`src/rtl/tmr_pkg.sv`:
```
package tmr_pkg;
  localparam int DATA_W  = 8;
  localparam int RATIO_W = 3;

  typedef enum logic [1:0] {
    REG_CTL  = 2'd0,
    REG_LO   = 2'd1,
    REG_HBUF = 2'd2,
    REG_STAT = 2'd3
  } reg_addr_e;

  typedef struct packed {
    logic               run;
    logic               wide;
    logic               ext_src;
    logic               fall_edge;
    logic               no_pre;
    logic [RATIO_W-1:0] ratio;
  } ctl_t;

  localparam ctl_t CTL_RESET = '{run: 1'b1, wide: 1'b0, ext_src: 1'b1,
                                 fall_edge: 1'b1, no_pre: 1'b0, ratio: 3'd7};
endpackage

```
`src/rtl/tmr_src_sel.sv`:
```
module tmr_src_sel #(
  parameter int TICK_DIV    = 4,
  parameter int SYNC_STAGES = 2
) (
  input  logic clk,
  input  logic rst_n,
  input  logic ext_in,
  input  logic ext_src,
  input  logic fall_edge,
  output logic cyc_tick,
  output logic src_evt
);
  localparam int DIV_W = (TICK_DIV > 1) ? $clog2(TICK_DIV) : 1;
  localparam logic [DIV_W-1:0] DIV_LAST = DIV_W'(TICK_DIV - 1);

  logic [DIV_W-1:0]       div_q;
  logic [SYNC_STAGES-1:0] sync_q;
  logic                   last_q;
  logic                   settled;
  logic                   rose;
  logic                   fell;

  // free-running instruction-cycle divider
  always_ff @(posedge clk or negedge rst_n) begin
    if (!rst_n)                div_q <= '0;
    else if (div_q == DIV_LAST) div_q <= '0;
    else                       div_q <= div_q + 1'b1;
  end
  assign cyc_tick = (div_q == DIV_LAST);

  // synchronizer chain followed by one history flop for edge detection
  always_ff @(posedge clk or negedge rst_n) begin
    if (!rst_n) begin
      sync_q <= '0;
      last_q <= 1'b0;
    end else begin
      sync_q[0] <= ext_in;
      for (int i = 1; i < SYNC_STAGES; i++) sync_q[i] <= sync_q[i-1];
      last_q <= settled;
    end
  end

  assign settled = sync_q[SYNC_STAGES-1];
  assign rose    = settled & ~last_q;
  assign fell    = ~settled & last_q;
  assign src_evt = ext_src ? (fall_edge ? fell : rose) : cyc_tick;
endmodule

```
`src/rtl/tmr_prescale.sv`:
```
module tmr_prescale #(
  parameter int RATIO_W = 3
) (
  input  logic               clk,
  input  logic               rst_n,
  input  logic               evt,
  input  logic               bypass,
  input  logic [RATIO_W-1:0] ratio,
  input  logic               clear,
  output logic               inc
);
  localparam int PRE_W = 1 << RATIO_W;

  logic [PRE_W-1:0] pre_q;
  logic [PRE_W-1:0] mask;

  // ratio code n keeps the low n+1 bits: divide by 2^(n+1)
  always_comb begin
    for (int i = 0; i < PRE_W; i++) mask[i] = (i <= int'(ratio));
  end

  always_ff @(posedge clk or negedge rst_n) begin
    if (!rst_n)              pre_q <= '0;
    else if (clear)          pre_q <= '0;
    else if (evt && !bypass) pre_q <= pre_q + 1'b1;
  end

  assign inc = evt && (bypass || ((pre_q & mask) == mask));
endmodule

```
`src/rtl/tmr_count_core.sv`:
```
module tmr_count_core #(
  parameter int DATA_W        = 8,
  parameter int INHIBIT_TICKS = 2
) (
  input  logic              clk,
  input  logic              rst_n,
  input  logic              wide,
  input  logic              cyc_tick,
  input  logic              inc,
  input  logic              wr_lo,
  input  logic              wr_hbuf,
  input  logic              rd_lo,
  input  logic [DATA_W-1:0] wdata,
  output logic [DATA_W-1:0] cnt_lo,
  output logic [DATA_W-1:0] cnt_hi,
  output logic [DATA_W-1:0] hbuf,
  output logic              rollover,
  output logic              blocked
);
  localparam int INH_W = $clog2(INHIBIT_TICKS + 1);
  localparam logic [DATA_W-1:0] ALL_ONES = '1;

  logic [INH_W-1:0] inh_q;

  // ticks left in the post-write blackout
  always_ff @(posedge clk or negedge rst_n) begin
    if (!rst_n)                   inh_q <= '0;
    else if (wr_lo)               inh_q <= INH_W'(INHIBIT_TICKS);
    else if (cyc_tick && blocked) inh_q <= inh_q - 1'b1;
  end
  assign blocked = (inh_q != '0);

  assign rollover = inc && !wr_lo && (cnt_lo == ALL_ONES) &&
                    (!wide || (cnt_hi == ALL_ONES));

  // live count: a software write wins over an increment
  always_ff @(posedge clk or negedge rst_n) begin
    if (!rst_n) begin
      cnt_lo <= '0;
      cnt_hi <= '0;
    end else if (wr_lo) begin
      cnt_lo <= wdata;
      if (wide) cnt_hi <= hbuf;
    end else if (inc) begin
      if (wide) {cnt_hi, cnt_lo} <= {cnt_hi, cnt_lo} + 1'b1;
      else      cnt_lo <= cnt_lo + 1'b1;
    end
  end

  // upper-byte buffer: loaded by software or snapshot on a low read
  always_ff @(posedge clk or negedge rst_n) begin
    if (!rst_n)              hbuf <= '0;
    else if (wr_hbuf)        hbuf <= wdata;
    else if (rd_lo && wide)  hbuf <= cnt_hi;
  end
endmodule

```
`src/rtl/bufd_timer.sv`:
```
module bufd_timer
  import tmr_pkg::*;
#(
  parameter int TICK_DIV      = 4,
  parameter int SYNC_STAGES   = 2,
  parameter int INHIBIT_TICKS = 2
) (
  input  logic              clk,
  input  logic              rst_n,
  input  logic              ext_in,
  input  logic              bus_wr,
  input  logic              bus_rd,
  input  logic [1:0]        bus_addr,
  input  logic [DATA_W-1:0] bus_wdata,
  output logic [DATA_W-1:0] bus_rdata,
  output logic              ovf_flag
);
  ctl_t              ctl_q;
  logic              ovf_q;
  logic              wr_ctl, wr_lo, wr_hbuf, wr_stat, rd_lo;
  logic              cyc_tick, src_evt, gated_evt, inc_evt;
  logic              rollover, blocked;
  logic              run_en, wide_en;
  logic [DATA_W-1:0] cnt_lo, cnt_hi, hbuf;

  assign wr_ctl  = bus_wr && (bus_addr == REG_CTL);
  assign wr_lo   = bus_wr && (bus_addr == REG_LO);
  assign wr_hbuf = bus_wr && (bus_addr == REG_HBUF);
  assign wr_stat = bus_wr && (bus_addr == REG_STAT);
  assign rd_lo   = bus_rd && (bus_addr == REG_LO);
  assign run_en  = ctl_q.run;
  assign wide_en = ctl_q.wide;

  always_ff @(posedge clk or negedge rst_n) begin
    if (!rst_n)      ctl_q <= CTL_RESET;
    else if (wr_ctl) ctl_q <= ctl_t'(bus_wdata);
  end

  tmr_src_sel #(
    .TICK_DIV    (TICK_DIV),
    .SYNC_STAGES (SYNC_STAGES)
  ) u_src (
    .clk       (clk),
    .rst_n     (rst_n),
    .ext_in    (ext_in),
    .ext_src   (ctl_q.ext_src),
    .fall_edge (ctl_q.fall_edge),
    .cyc_tick  (cyc_tick),
    .src_evt   (src_evt)
  );

  assign gated_evt = src_evt && run_en && !blocked;

  tmr_prescale #(
    .RATIO_W (RATIO_W)
  ) u_pre (
    .clk    (clk),
    .rst_n  (rst_n),
    .evt    (gated_evt),
    .bypass (ctl_q.no_pre),
    .ratio  (ctl_q.ratio),
    .clear  (wr_lo),
    .inc    (inc_evt)
  );

  tmr_count_core #(
    .DATA_W        (DATA_W),
    .INHIBIT_TICKS (INHIBIT_TICKS)
  ) u_core (
    .clk      (clk),
    .rst_n    (rst_n),
    .wide     (wide_en),
    .cyc_tick (cyc_tick),
    .inc      (inc_evt),
    .wr_lo    (wr_lo),
    .wr_hbuf  (wr_hbuf),
    .rd_lo    (rd_lo),
    .wdata    (bus_wdata),
    .cnt_lo   (cnt_lo),
    .cnt_hi   (cnt_hi),
    .hbuf     (hbuf),
    .rollover (rollover),
    .blocked  (blocked)
  );

  // sticky flag: a rollover beats a simultaneous clear
  always_ff @(posedge clk or negedge rst_n) begin
    if (!rst_n)                         ovf_q <= 1'b0;
    else if (rollover)                  ovf_q <= 1'b1;
    else if (wr_stat && !bus_wdata[0])  ovf_q <= 1'b0;
  end
  assign ovf_flag = ovf_q;

  always_comb begin
    bus_rdata = '0;
    if (bus_rd) begin
      unique case (bus_addr)
        REG_CTL:  bus_rdata = ctl_q;
        REG_LO:   bus_rdata = cnt_lo;
        REG_HBUF: bus_rdata = hbuf;
        default:  bus_rdata = {{(DATA_W-1){1'b0}}, ovf_q};
      endcase
    end
  end
endmodule

```
`config.mk`:
```
export PLATFORM = sky130hd
export DESIGN_NAME = bufd_timer
export DESIGN_NICKNAME = d
export VERILOG_FILES = /design/src/rtl/tmr_pkg.sv /design/src/rtl/tmr_src_sel.sv /design/src/rtl/tmr_prescale.sv /design/src/rtl/tmr_count_core.sv /design/src/rtl/bufd_timer.sv
export SDC_FILE = /design/constraint.sdc
export NUM_CORES = 1
export LEC_CHECK = 0
export CORE_MARGIN = 1
export CORE_UTILIZATION = 56
export CTS_CLUSTER_DIAMETER = 40
export DETAILED_ROUTE_END_ITERATION = 10
export GPL_TIMING_DRIVEN = 0
export PLACE_DENSITY = 0.78
export SLEW_MARGIN = 20
export SYNTH_ARGS = -nofsm -noshare
export SYNTH_HDL_FRONTEND = slang
export SYNTH_SLANG_ARGS = --single-unit
export TNS_END_PERCENT = 1
```
`constraint.sdc`:
```
create_clock -name clk -period 2.8 [get_ports clk]
set_clock_uncertainty 0.15 [all_clocks]
set_input_delay 0.28 -clock clk [delete_from_list [all_inputs] [get_ports clk]]
set_output_delay 0.28 -clock clk [all_outputs]
set_load 0.01 [all_outputs]
```
* Word level (Yosys, flattened, before mapping) *
Cells that the tools add are included.

word-level totals
  register bits after elaboration = 48
  logic and storage cells = 91

operators by class
  $add $sub $neg = 5
  bitwise gates (word level) = 5
  multiplexer cells = 20
  $lt $le $gt $ge = 7
  reductions and logical operators = 30
  eq/ne operators = 9

operators with widths
  cell                                                                              number
  8-bit 2-to-1 mux                                                                  12
  8-bit one-hot mux with 3 select lines                                             1
  16-bit by 1-bit adder with 16-bit output (second input constant)                  1
  8-bit by 1-bit adder with 8-bit output (second input constant)                    2
  8-bit == test (second input constant)                                             2
  1-bit logical AND                                                                 15
  3-bit less-or-equal comparator (first input constant)                             4
  2-bit nonzero test                                                                6
  8-bit bitwise AND                                                                 1
  8-bit == test                                                                     1
  2-bit == test (second input constant)                                             3
  2-bit by 3-bit less-or-equal comparator with 1-bit output (first input constant)  2
  2-bit 2-to-1 mux                                                                  3
  1-bit zero test                                                                   5
  1-bit 2-to-1 mux                                                                  4
  2-bit != test (second input constant)                                             2
  1-bit by 3-bit less-or-equal comparator with 1-bit output (first input constant)  1
  3-bit AND reduction                                                               1
  2-bit by 1-bit adder with 2-bit output (second input constant)                    1
  1-bit bitwise AND                                                                 2
  2-bit by 1-bit == test with 1-bit output (second input constant)                  1
  2-bit zero test                                                                   1
  1-bit logical OR                                                                  2
  1-bit NOT                                                                         2
  2-bit by 1-bit subtractor with 2-bit output (second input constant)               1

* Longest topological paths before layout *
  depth after elaboration = 11
  gate-level depth with buffers = 9
  mapped depth without buffers = 8

* Hierarchy *
Synthesis repeated with hierarchy kept, for this count alone.

second synthesis, totals
  cells, all modules = 288
  area, all modules = 2798.9 sq um

modules (own cells, without submodules)
  module          instances  sequential area each (sq um)  cells an instance  area an instance (sq um)
  tmr_count_core  1          650.6                         169                1529.0
  bufd_timer      1          232.7                         59                 651.9
  tmr_prescale    1          200.2                         49                 450.4
  tmr_src_sel     1          125.1                         11                 167.7

* Worst setup path before layout *
Ideal clock, no wire load.

  kind = register -> register
  start = reg ctl_q[1] in the netlist's numbering
  end = reg u_core.cnt_hi[3]
  path buffers = 0
  slack = 846 ps
  data arrival time = 1710 ps
  clock period less this slack = 1954 ps
  stages on the path, launching flop included = 7
  data required time = 2556 ps
  cells stage by stage = dfstp_2 -> nor2b_1 -> o21ai_2 -> a41oi_4 -> nor4b_4 -> and4_2 -> a211oi_1

between the ends
  longest elaborated chain between the ends = 7

RTL lines
  item                                                                                     line                  RTL
  start: declaration                                                                       bufd_timer.sv:18      ctl_t ctl_q;
  start signal: assignment                                                                 bufd_timer.sv:36      else if (wr_ctl) ctl_q <= ctl_t'(bus_wdata);
  1-bit by 3-bit less-or-equal comparator with 1-bit output, or another cell as far along  tmr_prescale.sv:19    for (int i = 0; i < PRE_W; i++) mask[i] = (i <= int'(ratio));
  8-bit bitwise AND                                                                        tmr_prescale.sv:28    assign inc = evt && (bypass || ((pre_q & mask) == mask));
  8-bit == test *                                                                          tmr_prescale.sv:28
  1-bit logical OR *                                                                       tmr_prescale.sv:28
  1-bit logical AND *                                                                      tmr_prescale.sv:28
  2-bit != test (no source line) or 2-bit nonzero test (tied branches)                     n/a
  3-bit AND reduction (no source line) *                                                   n/a
  end signal: assignment                                                                   tmr_count_core.sv:43  if (wide) cnt_hi <= hbuf;
  end signal: assignment                                                                   tmr_count_core.sv:45  if (wide) {cnt_hi, cnt_lo} <= {cnt_hi, cnt_lo} + 1'b1;
  end: declaration                                                                         tmr_count_core.sv:15  output logic [DATA_W-1:0] cnt_hi,

Mark *: on every way between the ends. The rest lies on a longest branch, timed or not.
A chain may end at the register's enable or synchronous reset.

* Worst setup path in the final report *
  start = in bus_addr[0]
  end = out bus_rdata[0]

between the ends
  longest elaborated chain between the ends = 3

RTL lines
  item                                         line              RTL
  start: declaration                           bufd_timer.sv:13  input logic [1:0] bus_addr,
  2-bit == test, or another cell as far along  bufd_timer.sv:97  unique case (bus_addr)
  8-bit one-hot mux with 3 select lines *      bufd_timer.sv:97
  8-bit 2-to-1 mux *                           bufd_timer.sv:96  if (bus_rd) begin
  end: declaration                             bufd_timer.sv:15  output logic [DATA_W-1:0] bus_rdata,

Marked as above.

==> impl_summary.log <==
[metrics] Fin. Hold Viols: 0
[metrics] Hold Crit Start: u_src.sync_q[0]
[metrics] global placer's final weighted congestion: 0.9166
[metrics] Sw Pwr: 0.6240 mW
[metrics] number of global-route vias before repair: 2240
[metrics] kind of end point of the critical path: output pin
[metrics] number of DRC violations after detailed-routing iteration 0: 170
[metrics] total negative slack: 0 ns
[metrics] actual slew at the worst max-slew pin: 0.7502 ns
[metrics] predominant post-synthesis flop cell: dfrtp_1
[metrics] Gate power share: 0.252
[metrics] post-route clock period utilization: 0.9311
[metrics] most common cell after layout, fill and taps aside: nand2_1
[metrics] Slew headroom: 0.4980
[metrics] number of enable flip-flop cells after synthesis: 0
[metrics] Final HPWL DP: 4.932 mm
[metrics] Crit Path Max Fanout: 10
[metrics] number of violations of the max-capacitance limit: 0
[metrics] number of cells traversed by the worst hold path: 0
[metrics] worst setup path startpoint: bus_addr[0]
[metrics] number of antenna violations at the first check in global routing: 0
[metrics] hold endpoint: u_src.sync_q[1]
[metrics] maximum clock insertion buffer count: 2
[metrics] critical-path cell with the highest stage delay: clkdlybuf4s50_1
[metrics] number of optimization iterations in the first detailed-route pass: 5
[metrics] largest net degree at the start of global routing: 30
[metrics] level count of the clock H-tree: 2
[metrics] number of buffers created by CTS: 5
[metrics] cells along the critical path: clkdlybuf4s50_1, clkbuf_1, mux4_2, and2_1, clkdlybuf4s50_1
[metrics] post-synthesis cell type count: 54
[metrics] # port buffers: 23
[metrics] core box area: 4786 µm²
[metrics] most used cell along the critical path: clkdlybuf4s50_1
[metrics] share of power burned in registers: 0.487
[metrics] kind of cell adding the most delay to the critical path: buffers and inverters
[metrics] run status: finished, final reports clean
[metrics] worst reg-to-reg setup slack: 0.56 ns
[metrics] remaining number of nets flagged by the antenna check after routing: 0
[metrics] layout cells sized above 1: 0.1333
[metrics] fraction of power consumed by the clock network: 0.261
[metrics] clock transition at the registers of the reported paths: 0.08 ns
[metrics] crit path kind: in2out
[metrics] Layout area overhead: 15.75%
[metrics] non-filler cells, final: 397
[metrics] arrival time of the worst setup path: 2.18 ns
[metrics] fillcell total: 396
[metrics] depth of the worst register-to-register path: 6
[metrics] terminus of the critical flop-to-flop path: u_core.cnt_hi[0]
[metrics] leakage: 1.368 nW
[metrics] crit start category: input port
[metrics] detailed-routing wirelength on met1: 3.019 mm
[metrics] unrepaired setup endpoints after global routing: false
[metrics] aggregate global-route resource usage: 0.2780
[metrics] Die Y: 73.17 µm
[metrics] DIE AREA: 5354 µm²
[metrics] sequential cell area in the final layout: 1209 µm²
[metrics] TritonCTS clock tree: done
[metrics] final period demand of the worst path: 2.607 ns
[metrics] Post-Place Cells: 388
[metrics] uppermost routed layer: met4
[metrics] cell internal power dissipation: 1.298 mW
[metrics] synthesized netlist cell count: 297
[metrics] number of cell rows: 25
[metrics] Seq/Total Area, Yosys: 0.4261
[metrics] Synth Register Bits: 48
[metrics] detailed-routed wire length on met3: 518 µm
[metrics] ANT cells: 0
[metrics] root cell of the clock tree: clkbuf_8
[metrics] number of warnings reported in the yosys synthesis log: 0
[metrics] synthesized area: 2836 µm²
[metrics] Final setup violation count: 0
[metrics] asr flop ratio synth: 1.000
[metrics] wire length of the first global-routing pass: 11.00 mm
[metrics] number of top-level pins: 24
[metrics] clock sink count: 48
[metrics] startpoint of the most critical register-to-register path: u_core.cnt_lo[3]
[metrics] worst path bufs/invs: 3
[metrics] Sw Share: 0.3247
[metrics] required time of the critical path: 2.37 ns
[metrics] most used cells in the layout excluding fill and tap cells: nand2_1 (44), dfrtp_1 (42), nor2_1 (25)
[metrics] total area of multi-input combinational cells: 1536 µm²
[metrics] remaining design rule violation count: 0
[metrics] clock latency on the worst-skew pair: 0.31 ns
[metrics] mean cell area of the mapped netlist: 9.550 µm²
[metrics] power density normalized to cell area: 585.4 nW/µm²
[metrics] Final Net Count: 348
[metrics] final wirelength: 6.858 mm
[metrics] via-per-instance ratio: 5.980
[metrics] final-report max-slew violation count: 0
[metrics] final routed wire length divided by cell count: 17.27 µm
[metrics] post_cts resized: 0
[metrics] IR drop worst, VDD: 0.3594 mV
[metrics] global-route congestion overflow total: 0
[metrics] path type of the worst min-delay path: reg2reg
[metrics] Critical Path Max Stage Delay: 0.52 ns
[metrics] length of routed met2 wiring: 3.197 mm
[metrics] total number of vias: 2374
[metrics] initial core utilization: 0.5927
[metrics] fmax: 383.6 MHz
[metrics] Post-Syn Nets: 316
[metrics] Die X-Extent: 73.17 µm
## layer usage
| layer | global-route usage | vias to the layer above |
|---|---|---|
| met5 | 0 | - |
| met4 | 0.1068 | 0 |
| met3 | 0.05663 | 11 |
| met2 | 0.4239 | 107 |
| met1 | 0.3904 | 1130 |
| li1 | - | 1126 |
## metrics by stage
stage | area [µm²] | setup slack, ns | util | power, mW | hold WS [ns]
2_1_floorplan | 2836 | 0.8456 | - | 1.248 | -0.1656
3_3_place_gp | 3151 | -0.03985 | 0.6583 | 1.401 | 0.1880
3_5_place_dp | 3166 | 0.1940 | 0.6614 | 1.423 | 0.1150
4_1_cts | 3283 | 0.1831 | 0.6860 | 1.927 | 0.2041
5_1_grt | 3283 | 0.09808 | 0.6860 | 2.014 | 0.2134
6_report | 3283 | 0.1928 | 0.6860 | 1.922 | 0.2028
## cell families (layout without fill, tap and decap cells)
family / Yosys count / count (layout) / synth area share
buffers and inverters: 21 / 54 / 0.03220
adders and majority gates: 4 / 4 / 0.01765
and+or+nand+nor: 140 / 140 / 0.2757
muxes: 17 / 17 / 0.06749
AOI/OAI and AO/OA: 54 / 54 / 0.1407
DFF: 48 / 48 / 0.4261
xor gates and xnor gates: 13 / 13 / 0.04014
## sequential cells by signal (all words and copies together), names as in the netlist
register / count
u_core.inh_q: 2
ovf_flag: 1
u_core.cnt_hi: 8
wide_en: 1
u_pre.pre_q: 8
u_core.hbuf: 8
u_src.last_q: 1
u_src.div_q: 2
u_core.cnt_lo: 8
u_src.sync_q: 2
run_en: 1
ctl_q: 6
## layout make-up
type	instances	share of cell area
well taps	67	0.02553
flip-flops and latches	48	0.3681
multi-input cells	228	0.4680
clock buffers	6	0.02210
plain buffers	13	0.01867
clock inverters	2	0.01067
inverters	8	0.009146
repair buffers	25	0.07774
## worst register-to-register path: stages, from the launching register on
cell and delay, ns:
dfrtp_1 0.47, and4_1 0.36, and4_1 0.29, nand2_1 0.08, nor3_2 0.40, a31oi_1 0.16
o22a_1 0.22
## power by group through the flow
stage	registers (mW)	logic (mW)	clock network (mW)
2_1_floorplan	0.907	0.341	0
3_3_place_gp	0.943	0.458	0
3_5_place_dp	0.946	0.477	0
4_1_cts	0.933	0.484	0.511
5_1_grt	0.950	0.531	0.533
6_report	0.937	0.484	0.501
## worst max path at each step
stage / cells after the start / to / slack (ns)
finish: 5 / bus_rdata[0] / 0.19
global route: 6 / bus_rdata[6] / 0.1
CTS: 5 / bus_rdata[0] / 0.18
detailed placement: 5 / bus_rdata[0] / 0.19
global placement: 1 / u_pre.pre_q[4] / -0.04
floorplan: 6 / u_core.cnt_hi[3] / 0.85
## cell usage after synthesis (2+ instances only)
cell type / instances / share of area
a211oi_1: 4 / 0.011
a21oi_1: 4 / 0.0071
a22oi_1: 7 / 0.019
a31oi_1: 4 / 0.0088
a31oi_4: 2 / 0.015
and2_1: 10 / 0.022
and3_1: 12 / 0.026
and4_1: 4 / 0.012
buf_2: 4 / 0.0071
clkbuf_1: 8 / 0.011
dfrtp_1: 42 / 0.37
dfstp_2: 6 / 0.056
ha_1: 4 / 0.018
inv_1: 8 / 0.011
mux2_2: 7 / 0.028
mux2i_1: 9 / 0.032
nand2_1: 44 / 0.058
nand2b_1: 2 / 0.0044
nand3_1: 6 / 0.011
nand4_1: 9 / 0.020
nor2_1: 25 / 0.033
nor2b_1: 3 / 0.0066
nor3_1: 6 / 0.011
nor3_4: 3 / 0.017
nor4_1: 2 / 0.0044
o211ai_1: 3 / 0.0079
o21ai_0: 17 / 0.030
o21ai_1: 2 / 0.0035
or3_1: 4 / 0.0088
xnor2_1: 9 / 0.028
xor2_1: 4 / 0.012
## what timing repair did
item	in CTS	in global routing
endpoints found under the hold margin	16	0
hold buffers	1	0
buffers inserted	0	0
(Power assumes the default switching activity.)
